## config.mk

```make
export PLATFORM = sky130hd
export DESIGN_NAME = nibscr_top
export DESIGN_NICKNAME = d
export VERILOG_FILES = /design/src/rtl/nibscr_pkg.sv /design/src/rtl/nibscr_keyreg.sv /design/src/rtl/nibscr_permute.sv /design/src/rtl/nibscr_mask.sv /design/src/rtl/nibscr_top.sv
export SDC_FILE = /design/constraint.sdc
export NUM_CORES = 1
export LEC_CHECK = 0
export BUFFER_PORTS_ARGS = -buffer_cell sky130_fd_sc_hd__buf_2
export CAP_MARGIN = 0
export CORE_UTILIZATION = 50
export CTS_BUF_LIST = sky130_fd_sc_hd__clkbuf_4 sky130_fd_sc_hd__clkbuf_8 sky130_fd_sc_hd__clkbuf_16
export CTS_CLUSTER_DIAMETER = 80
export DETAILED_ROUTE_END_ITERATION = 12
export PLACE_DENSITY = 0.77
export SYNTH_ARGS = -nofsm -noshare
export SYNTH_HDL_FRONTEND = slang
export SYNTH_SLANG_ARGS = --single-unit
```

## constraint.sdc

```tcl
create_clock -name clk -period 3.9 [get_ports clk]
set_input_delay 0.195 -clock clk [delete_from_list [all_inputs] [get_ports clk]]
set_output_delay 0.195 -clock clk [all_outputs]
set_load 0.01 [all_outputs]
```

## src/rtl/nibscr_pkg.sv

```systemverilog
package nibscr_pkg;
  localparam int unsigned DEF_NIB_W   = 4;
  localparam int unsigned DEF_NIB_CNT = 4;
  localparam int unsigned KEY_CNT     = 2;
  localparam int unsigned KEY_XOR     = 0;
  localparam int unsigned KEY_NAND    = 1;
  localparam int unsigned FLAG_XOR    = 0;
  localparam int unsigned FLAG_NAND   = 1;
  localparam int unsigned FLAG_W      = 2;
endpackage

```

## src/rtl/nibscr_keyreg.sv

```systemverilog
module nibscr_keyreg #(
  parameter int unsigned DATA_W = 16
) (
  input  logic              clk,
  input  logic              rst_n,
  input  logic              we_i,
  input  logic [DATA_W-1:0] wdata_i,
  input  logic [DATA_W-1:0] wmask_i,
  output logic [DATA_W-1:0] key_o
);
  logic [DATA_W-1:0] key_q;
  logic [DATA_W-1:0] key_next;

  always_comb key_next = (key_q & ~wmask_i) | (wdata_i & wmask_i);

  always_ff @(posedge clk) begin
    if (!rst_n)    key_q <= '0;
    else if (we_i) key_q <= key_next;
  end

  assign key_o = key_q;

  // bits outside the lane mask keep their value across a write
  p_unmasked_keep_r6: assert property (@(posedge clk) disable iff (!rst_n)
    we_i |=> (((key_o ^ $past(key_o)) & ~$past(wmask_i)) == '0));
  // bits inside the lane mask take the written data
  p_masked_load_r6: assert property (@(posedge clk) disable iff (!rst_n)
    we_i |=> ((key_o & $past(wmask_i)) == ($past(wdata_i) & $past(wmask_i))));
  // no write means no change
  p_idle_hold_r6: assert property (@(posedge clk) disable iff (!rst_n)
    !we_i |=> $stable(key_o));
endmodule

```

## src/rtl/nibscr_permute.sv

```systemverilog
module nibscr_permute #(
  parameter int unsigned NIB_W   = 4,
  parameter int unsigned NIB_CNT = 4
) (
  input  logic                               clk,
  input  logic                               rst_n,
  input  logic [NIB_W*NIB_CNT-1:0]           raw_i,
  input  logic [$clog2(NIB_CNT)*NIB_CNT-1:0] sel_i,
  input  logic [$clog2(NIB_W)-1:0]           rot_i,
  output logic [NIB_W*NIB_CNT-1:0]           word_o
);
  localparam int unsigned DATA_W = NIB_W * NIB_CNT;
  localparam int unsigned SEL_W  = $clog2(NIB_CNT);
  localparam int unsigned ROT_W  = $clog2(NIB_W);

  function automatic logic [NIB_W-1:0] pick_nib(input logic [DATA_W-1:0] w,
                                                input logic [SEL_W-1:0] s);
    return w[s*NIB_W +: NIB_W];
  endfunction

  function automatic logic [NIB_W-1:0] rotl_nib(input logic [NIB_W-1:0] n,
                                                input logic [ROT_W-1:0] r);
    logic [2*NIB_W-1:0] dbl;
    dbl = {n, n} << r;
    return dbl[2*NIB_W-1:NIB_W];
  endfunction

  logic [NIB_W-1:0] low_pre;
  logic [NIB_W-1:0] low_post;

  for (genvar j = 0; j < NIB_CNT; j++) begin : g_slot
    logic [NIB_W-1:0] picked;
    assign picked = pick_nib(raw_i, sel_i[j*SEL_W +: SEL_W]);
    if (j == NIB_CNT - 1) begin : g_low
      assign low_pre  = picked;
      assign low_post = rotl_nib(picked, rot_i);
      assign word_o[NIB_W-1:0] = low_post;
    end else begin : g_high
      assign word_o[(NIB_CNT-1-j)*NIB_W +: NIB_W] = picked;
    end
  end

  // rotation only moves bits, so the count of ones is kept
  p_rot_keeps_ones_r2: assert property (@(posedge clk) disable iff (!rst_n)
    $countones(low_post) == $countones(low_pre));
  // a zero rotate leaves the low nibble as picked
  p_rot_zero_r2: assert property (@(posedge clk) disable iff (!rst_n)
    (rot_i == '0) |-> (word_o[NIB_W-1:0] == low_pre));
endmodule

```

## src/rtl/nibscr_mask.sv

```systemverilog
module nibscr_mask
  import nibscr_pkg::*;
#(
  parameter int unsigned DATA_W = 16
) (
  input  logic              clk,
  input  logic              rst_n,
  input  logic [DATA_W-1:0] word_i,
  input  logic [FLAG_W-1:0] flag_i,
  input  logic [DATA_W-1:0] key_xor_i,
  input  logic [DATA_W-1:0] key_nand_i,
  output logic [DATA_W-1:0] word_o
);
  function automatic logic [DATA_W-1:0] xor_step(input logic [DATA_W-1:0] w,
                                                 input logic en,
                                                 input logic [DATA_W-1:0] k);
    return en ? (w ^ k) : w;
  endfunction

  function automatic logic [DATA_W-1:0] nand_step(input logic [DATA_W-1:0] w,
                                                  input logic en,
                                                  input logic [DATA_W-1:0] k);
    return en ? ~(w & k) : w;
  endfunction

  logic [DATA_W-1:0] after_xor;

  assign after_xor = xor_step(word_i, flag_i[FLAG_XOR], key_xor_i);
  assign word_o    = nand_step(after_xor, flag_i[FLAG_NAND], key_nand_i);

  // XOR alone differs from the input by exactly the key
  p_xor_only_r3: assert property (@(posedge clk) disable iff (!rst_n)
    (flag_i == 2'b01) |-> ((word_o ^ word_i) == key_xor_i));
  // a zero NAND key forces all ones whatever came before
  p_nand_zero_key_r4: assert property (@(posedge clk) disable iff (!rst_n)
    (flag_i[FLAG_NAND] && key_nand_i == '0) |-> (word_o == '1));
  // with both flags clear the word passes unchanged
  p_pass_through_r3: assert property (@(posedge clk) disable iff (!rst_n)
    (flag_i == '0) |-> (word_o == word_i));
endmodule

```

## src/rtl/nibscr_top.sv

```systemverilog
module nibscr_top
  import nibscr_pkg::*;
#(
  parameter int unsigned NIB_W   = DEF_NIB_W,
  parameter int unsigned NIB_CNT = DEF_NIB_CNT
) (
  input  logic                               clk,
  input  logic                               rst_n,
  input  logic                               rd_valid_i,
  input  logic [NIB_W*NIB_CNT-1:0]           raw_i,
  input  logic [$clog2(NIB_CNT)*NIB_CNT-1:0] sel_i,
  input  logic [$clog2(NIB_W)-1:0]           rot_i,
  input  logic [1:0]                         flag_i,
  input  logic                               key_we_i,
  input  logic [$clog2(KEY_CNT)-1:0]         key_idx_i,
  input  logic [NIB_W*NIB_CNT-1:0]           key_data_i,
  input  logic [NIB_W*NIB_CNT-1:0]           key_mask_i,
  output logic                               out_valid_o,
  output logic [NIB_W*NIB_CNT-1:0]           out_data_o
);
  localparam int unsigned DATA_W = NIB_W * NIB_CNT;

  logic [DATA_W-1:0] key_val [KEY_CNT];
  logic [DATA_W-1:0] permuted;
  logic [DATA_W-1:0] masked;
  logic              valid_q;
  logic [DATA_W-1:0] data_q;

  for (genvar k = 0; k < KEY_CNT; k++) begin : g_key
    logic sel_we;
    assign sel_we = key_we_i && (key_idx_i == k);
    nibscr_keyreg #(.DATA_W(DATA_W)) u_key (
      .clk     (clk),
      .rst_n   (rst_n),
      .we_i    (sel_we),
      .wdata_i (key_data_i),
      .wmask_i (key_mask_i),
      .key_o   (key_val[k])
    );
  end

  nibscr_permute #(.NIB_W(NIB_W), .NIB_CNT(NIB_CNT)) u_perm (
    .clk    (clk),
    .rst_n  (rst_n),
    .raw_i  (raw_i),
    .sel_i  (sel_i),
    .rot_i  (rot_i),
    .word_o (permuted)
  );

  nibscr_mask #(.DATA_W(DATA_W)) u_mask (
    .clk        (clk),
    .rst_n      (rst_n),
    .word_i     (permuted),
    .flag_i     (flag_i),
    .key_xor_i  (key_val[KEY_XOR]),
    .key_nand_i (key_val[KEY_NAND]),
    .word_o     (masked)
  );

  always_ff @(posedge clk) begin
    if (!rst_n) begin
      valid_q <= 1'b0;
      data_q  <= '0;
    end else begin
      valid_q <= rd_valid_i;
      if (rd_valid_i) data_q <= masked;
    end
  end

  assign out_valid_o = valid_q;
  assign out_data_o  = data_q;

  // one result strobe per read, one cycle later
  p_valid_follows_r7: assert property (@(posedge clk) disable iff (!rst_n)
    rd_valid_i |=> out_valid_o);
  p_no_spurious_valid_r7: assert property (@(posedge clk) disable iff (!rst_n)
    !rd_valid_i |=> !out_valid_o);
  // output holds when no read was presented
  p_hold_idle_r7: assert property (@(posedge clk) disable iff (!rst_n)
    !rd_valid_i |=> $stable(out_data_o));
endmodule

```

### After elaboration in Yosys (flattened, before gate mapping)

Cells that the tools add are included.

* add/subtract/negate cells: 0
* multipliers: 0
* div/mod/pow operators: 0
* $lt $le $gt $ge: 0
* equality and inequality tests: 0
* shift-type cells: 5
* multiplexer cells: 2
* bitwise logic cells: 10
* reduce and logical (&&, ||, !) cells: 2

Operators by type and width (number)
* $and A16 B16 Y16: 4
* $shiftx A16 B5 Y4: 4
* $mux W16: 2
* $not A16 Y16: 2
* $or A16 B16 Y16: 2
* $xor A16 B16 Y16: 1
* $shl A8 B2 Y8: 1
* $logic_and A1 B1 Y1: 2
* $not A1 Y1: 1

* flip-flop bits (word level): 49
* bits in latches: 0
* memory bits (writable): 0
* bits in read-only memories: 0
* bits of input ports: 65
* output and inout port bits: 17
* memories kept: 0

### Logic depth before layout (Yosys ltp)

* depth in word-level cells: 7
* mapped depth: 7
* mapped depth without buffers: 5

### Cells and area by module

A second synthesis with hierarchy kept.

* cell total of the unflattened synthesis: 324
* area total of the unflattened synthesis: 3343.2 µm²

Modules (own cells, without submodules)
* nibscr_keyreg: times used 2, cells an instance 85, area each 750.7 µm², sequential area each 320.3 µm²
* nibscr_mask: times used 1, cells an instance 69, area each 671.9 µm², sequential area each 0.0 µm²
* nibscr_top: times used 1, cells an instance 55, area each 655.6 µm², sequential area each 340.3 µm²
* nibscr_permute: times used 1, cells an instance 30, area each 514.2 µm², sequential area each 0.0 µm²

### Least setup slack after synthesis

No wires, ideal clock.

* path type: input to register
* from: in sel_i[7]
* to: reg data_q[0], in the netlist out_data_o[0]
* setup time: 121 ps
* arrival time: 1744 ps
* required time: 3779 ps
* path slack: 2035 ps
* stages on the path: 6
* buffers on the path: 1
* cell sequence: buf_6 mux4_1 mux4_2 xnor2_2 nand4_1 nor3b_2

* cells in the longest elaborated chain, start to end: 7

RTL lines
* start, declared: RTL line nibscr_top.sv:11 `input logic [$clog2(NIB_CNT)*NIB_CNT-1:0] sel_i,`
* $shiftx A16 B5 Y4 (*): RTL line nibscr_permute.sv:18 `return w[s*NIB_W +: NIB_W];`
* $shl A8 B2 Y8 (*): RTL line nibscr_permute.sv:24 `dbl = {n, n} << r;`
* $xor A16 B16 Y16: RTL line nibscr_mask.sv:17 `return en ? (w ^ k) : w;`
* $mux W16 (*): RTL line nibscr_mask.sv:17
* $and A16 B16 Y16: RTL line nibscr_mask.sv:23 `return en ? ~(w & k) : w;`
* $not A16 Y16: RTL line nibscr_mask.sv:23
* $mux W16 (*): RTL line nibscr_mask.sv:23
* end signal, assigned: RTL line nibscr_top.sv:67 `if (rd_valid_i) data_q <= masked;`
* end, declared: RTL line nibscr_top.sv:27 `logic [DATA_W-1:0] data_q;`

Every way passes the cells marked *; elsewhere a longest branch is shown, timed or not.
A chain may end at the register's enable or synchronous reset.

### Worst setup path in the final report

* from: in sel_i[7]
* to: reg data_q[3], in the netlist out_data_o[3]

Same word-level chain as after synthesis.

==> results.sh <==
export IMPL_synth_area_leaders="dfxtp_1 (32%), mux4_2 (12%), nand2_1 (11%)"
export IMPL_cts_sinks=49
export IMPL_drt_first_pass_iters=4
export IMPL_synth_top_area_share=0.324
export IMPL_pin_count=82
export IMPL_yosys_warnings=0
export IMPL_antenna_cells=0
export IMPL_final_hold_viol_count=0
export IMPL_p_clk_frac=0.275
export IMPL_hp_class="in -> reg"
export IMPL_grt_pass1_vias=2449
export IMPL_vias=2645
export IMPL_slew_headroom=0.240
export IMPL_ys_seq_area_frac=0.324
export IMPL_syn_avg_cell_area_um2=9.39
export IMPL_gp_congestion=0.861
export IMPL_timing_fmax_ghz=0.558
export IMPL_row_count=27
export IMPL_synth_area_mm2=0.00303
export IMPL_crit_type="in -> reg"
export IMPL_status="complete, no violations"
export IMPL_area_delta_synth_final_pct=16.4
export IMPL_gr_total_overflow=0
export IMPL_power_uw=1110
export IMPL_cts_buffers_inserted=5
export IMPL_syn_nets=388
export IMPL_drive_gt1_frac=0.325
export IMPL_die_h_um=79.9
export IMPL_p_per_area_mw_per_mm2=315
export IMPL_syn_inst=323
export IMPL_routed_wl_mm=7.12
export IMPL_critPathMaxStageDelay_ns=0.62
export IMPL_crit_path_start_kind="input pin"
export IMPL_chipWidth_um=79.9
export IMPL_clkTransAtPathRegs_ns=0.09
export IMPL_wire_per_inst_um=15.4
export IMPL_cts_root_buffer="clkbuf_8"
export IMPL_worstMarginPinSlew_ns=1.14
export IMPL_ys_ff_latch=49
export IMPL_grt_max_degree=50
export IMPL_grt_pass1_wl_mm=11.4
export IMPL_track_usage=0.232
export IMPL_path_buf_inv=1
export IMPL_rsz0062_at_grt="no"
export IMPL_cts_tree="yes"
export IMPL_setup_ws_ns=2.11
export IMPL_ctsLongestPathBuffers=2
export IMPL_cpMaxStageDelayCell="mux4_1"
export IMPL_max_vdd_ir_drop_mv=0.263
export IMPL_initial_core_util=0.534
export IMPL_drc=0
export IMPL_die_area_mm2=0.00638
export IMPL_fin_crit_ns=1.79
export IMPL_ant_nets=0
export IMPL_combPwrFrac=0.239
export IMPL_ctsResizeCount=0
export IMPL_worstPathMaxFanout=8
export IMPL_h_tree_depth=2
export IMPL_p_int_uw=789
export IMPL_cp_data_arrival_time_ns=1.99
export IMPL_final_nets=455
export IMPL_fp_coreArea_mm2=0.00568
export IMPL_ctsHoldBuffers=0
export IMPL_p_sw_frac=0.291
export IMPL_setup_viol=0
export IMPL_switchingPower_uw=324
export IMPL_preCtsSetupSlack_ns=1.77
export IMPL_portBuffers=81
export IMPL_cp_data_required_time_ns=4.10
export IMPL_crit_chain="buf_2, mux4_1, mux4_2, xnor2_2, nand4_1, nor3b_2"
export IMPL_cts_setup_buffers=0
export IMPL_cap_violations=0
export IMPL_skew_ns=0.00445
export IMPL_power_frac_seq=0.486
export IMPL_clock_latency_ns=0.31
export IMPL_crit_path_end_kind="flop"
export IMPL_synth_cell_types=23
export IMPL_final_setup_tns_ns=0
export IMPL_drt_iter0_markers=129
export IMPL_dp_hpwl_mm=5.34
export IMPL_p_leak_uw=0.00136
export IMPL_min_period_over_period=0.460
export IMPL_crit_family="multiplexers"
export IMPL_yosys_area_top_type="dfxtp_1"
export IMPL_finalMaxSlewViolations=0
export IMPL_viasPerCell=5.71
export IMPL_antenna_found_initial=0
final cells by class:
class | instances | area (µm²)
Clock buffer | 5 | 68.8
Clock inverter | 3 | 22.5
Fill cell | 489 | 2150
Multi-Input combinational cell | 252 | 1950
Sequential cell | 49 | 981
Tap cell | 72 | 90.1
Timing Repair Buffer | 82 | 413
placed cells by master, fill, tap and decap left out:
master and instances:
mux4_2 16, nor2_1 4, o21ai_0 4, xnor2_1 12
a21boi_0 32, clkbuf_8 5, buf_2 81, mux2_2 12
nor2b_2 1, dfxtp_1 49, mux4_1 8, xnor2_2 4
buf_4 1, clkinvlp_4 3, nand4_1 4, and2_1 2
nand2b_1 1, mux2i_1 12, nand2_1 92, nand3_1 32
nor2b_1 12, nor3b_2 4
stage by stage:
step                 util  hold slack [ns]  instance area [µm²]  instances
global route        0.622            0.152                 3530        463
finish              0.622            0.155                 3530        463
detailed placement  0.606            0.463                 3440        455
CTS                 0.622            0.152                 3530        463
floorplan               -            0.351                 3030        323
global placement    0.606            0.455                 3440        455
power by group through the flow:
stage | combinational [µW] | clock, µW | sequential [µW]
2_1_floorplan | 165 | 0 | 556
3_3_place_gp | 258 | 0 | 552
3_5_place_dp | 265 | 0 | 552
4_1_cts | 266 | 312 | 540
5_1_grt | 288 | 337 | 544
6_report | 266 | 306 | 541
synthesized netlist by cell type (all sizes together):
master       count
a21boi          32
and2             2
buf              4
clkbuf          17
dfxtp           49
dlygate4sd1      1
mux2            12
mux2i           12
mux4            24
nand2           92
nand2b           1
nand3           32
nand4            4
nor2             4
nor2b           13
nor3b            4
o21ai            4
xnor2           16
path summary, 6_finish.rpt:
kind	start	to	slack, ns	depth (start not counted)
max	sel_i[7]	out_data_o[3]$_SDFFE_PN0P_	2.11	6
min	key_data_i[5]	flop	0.16	3
max reg2reg	flop	out_data_o[11]$_SDFFE_PN0P_	2.59	5
min reg2reg	flop	flop	0.47	2
logic make-up (layout without fill, tap and decap cells):
family,Yosys count,after routing,share of synthesized area
mux,48,48,0.272
compound gates,36,36,0.0858
xor+xnor,16,16,0.0561
buf+inv,22,90,0.0326
flops,49,49,0.324
simple gates,152,152,0.229
tightest hold or removal path: stages:
cell and delay (ns):
buf_2 0.10, nand3_1 0.05, a21boi_0 0.07
metal layers:
layer | vias up | part of all wire | GRT usage
li1 | 1278 | - | -
met3 | 21 | 0.049 | 0.0469
met2 | 87 | 0.53 | 0.419
met4 | 0 | 0.033 | 0.113
met5 | - | 0 | 0
met1 | 1259 | 0.39 | 0.258
No activity file was read; power rests on OpenSTA's default activity.
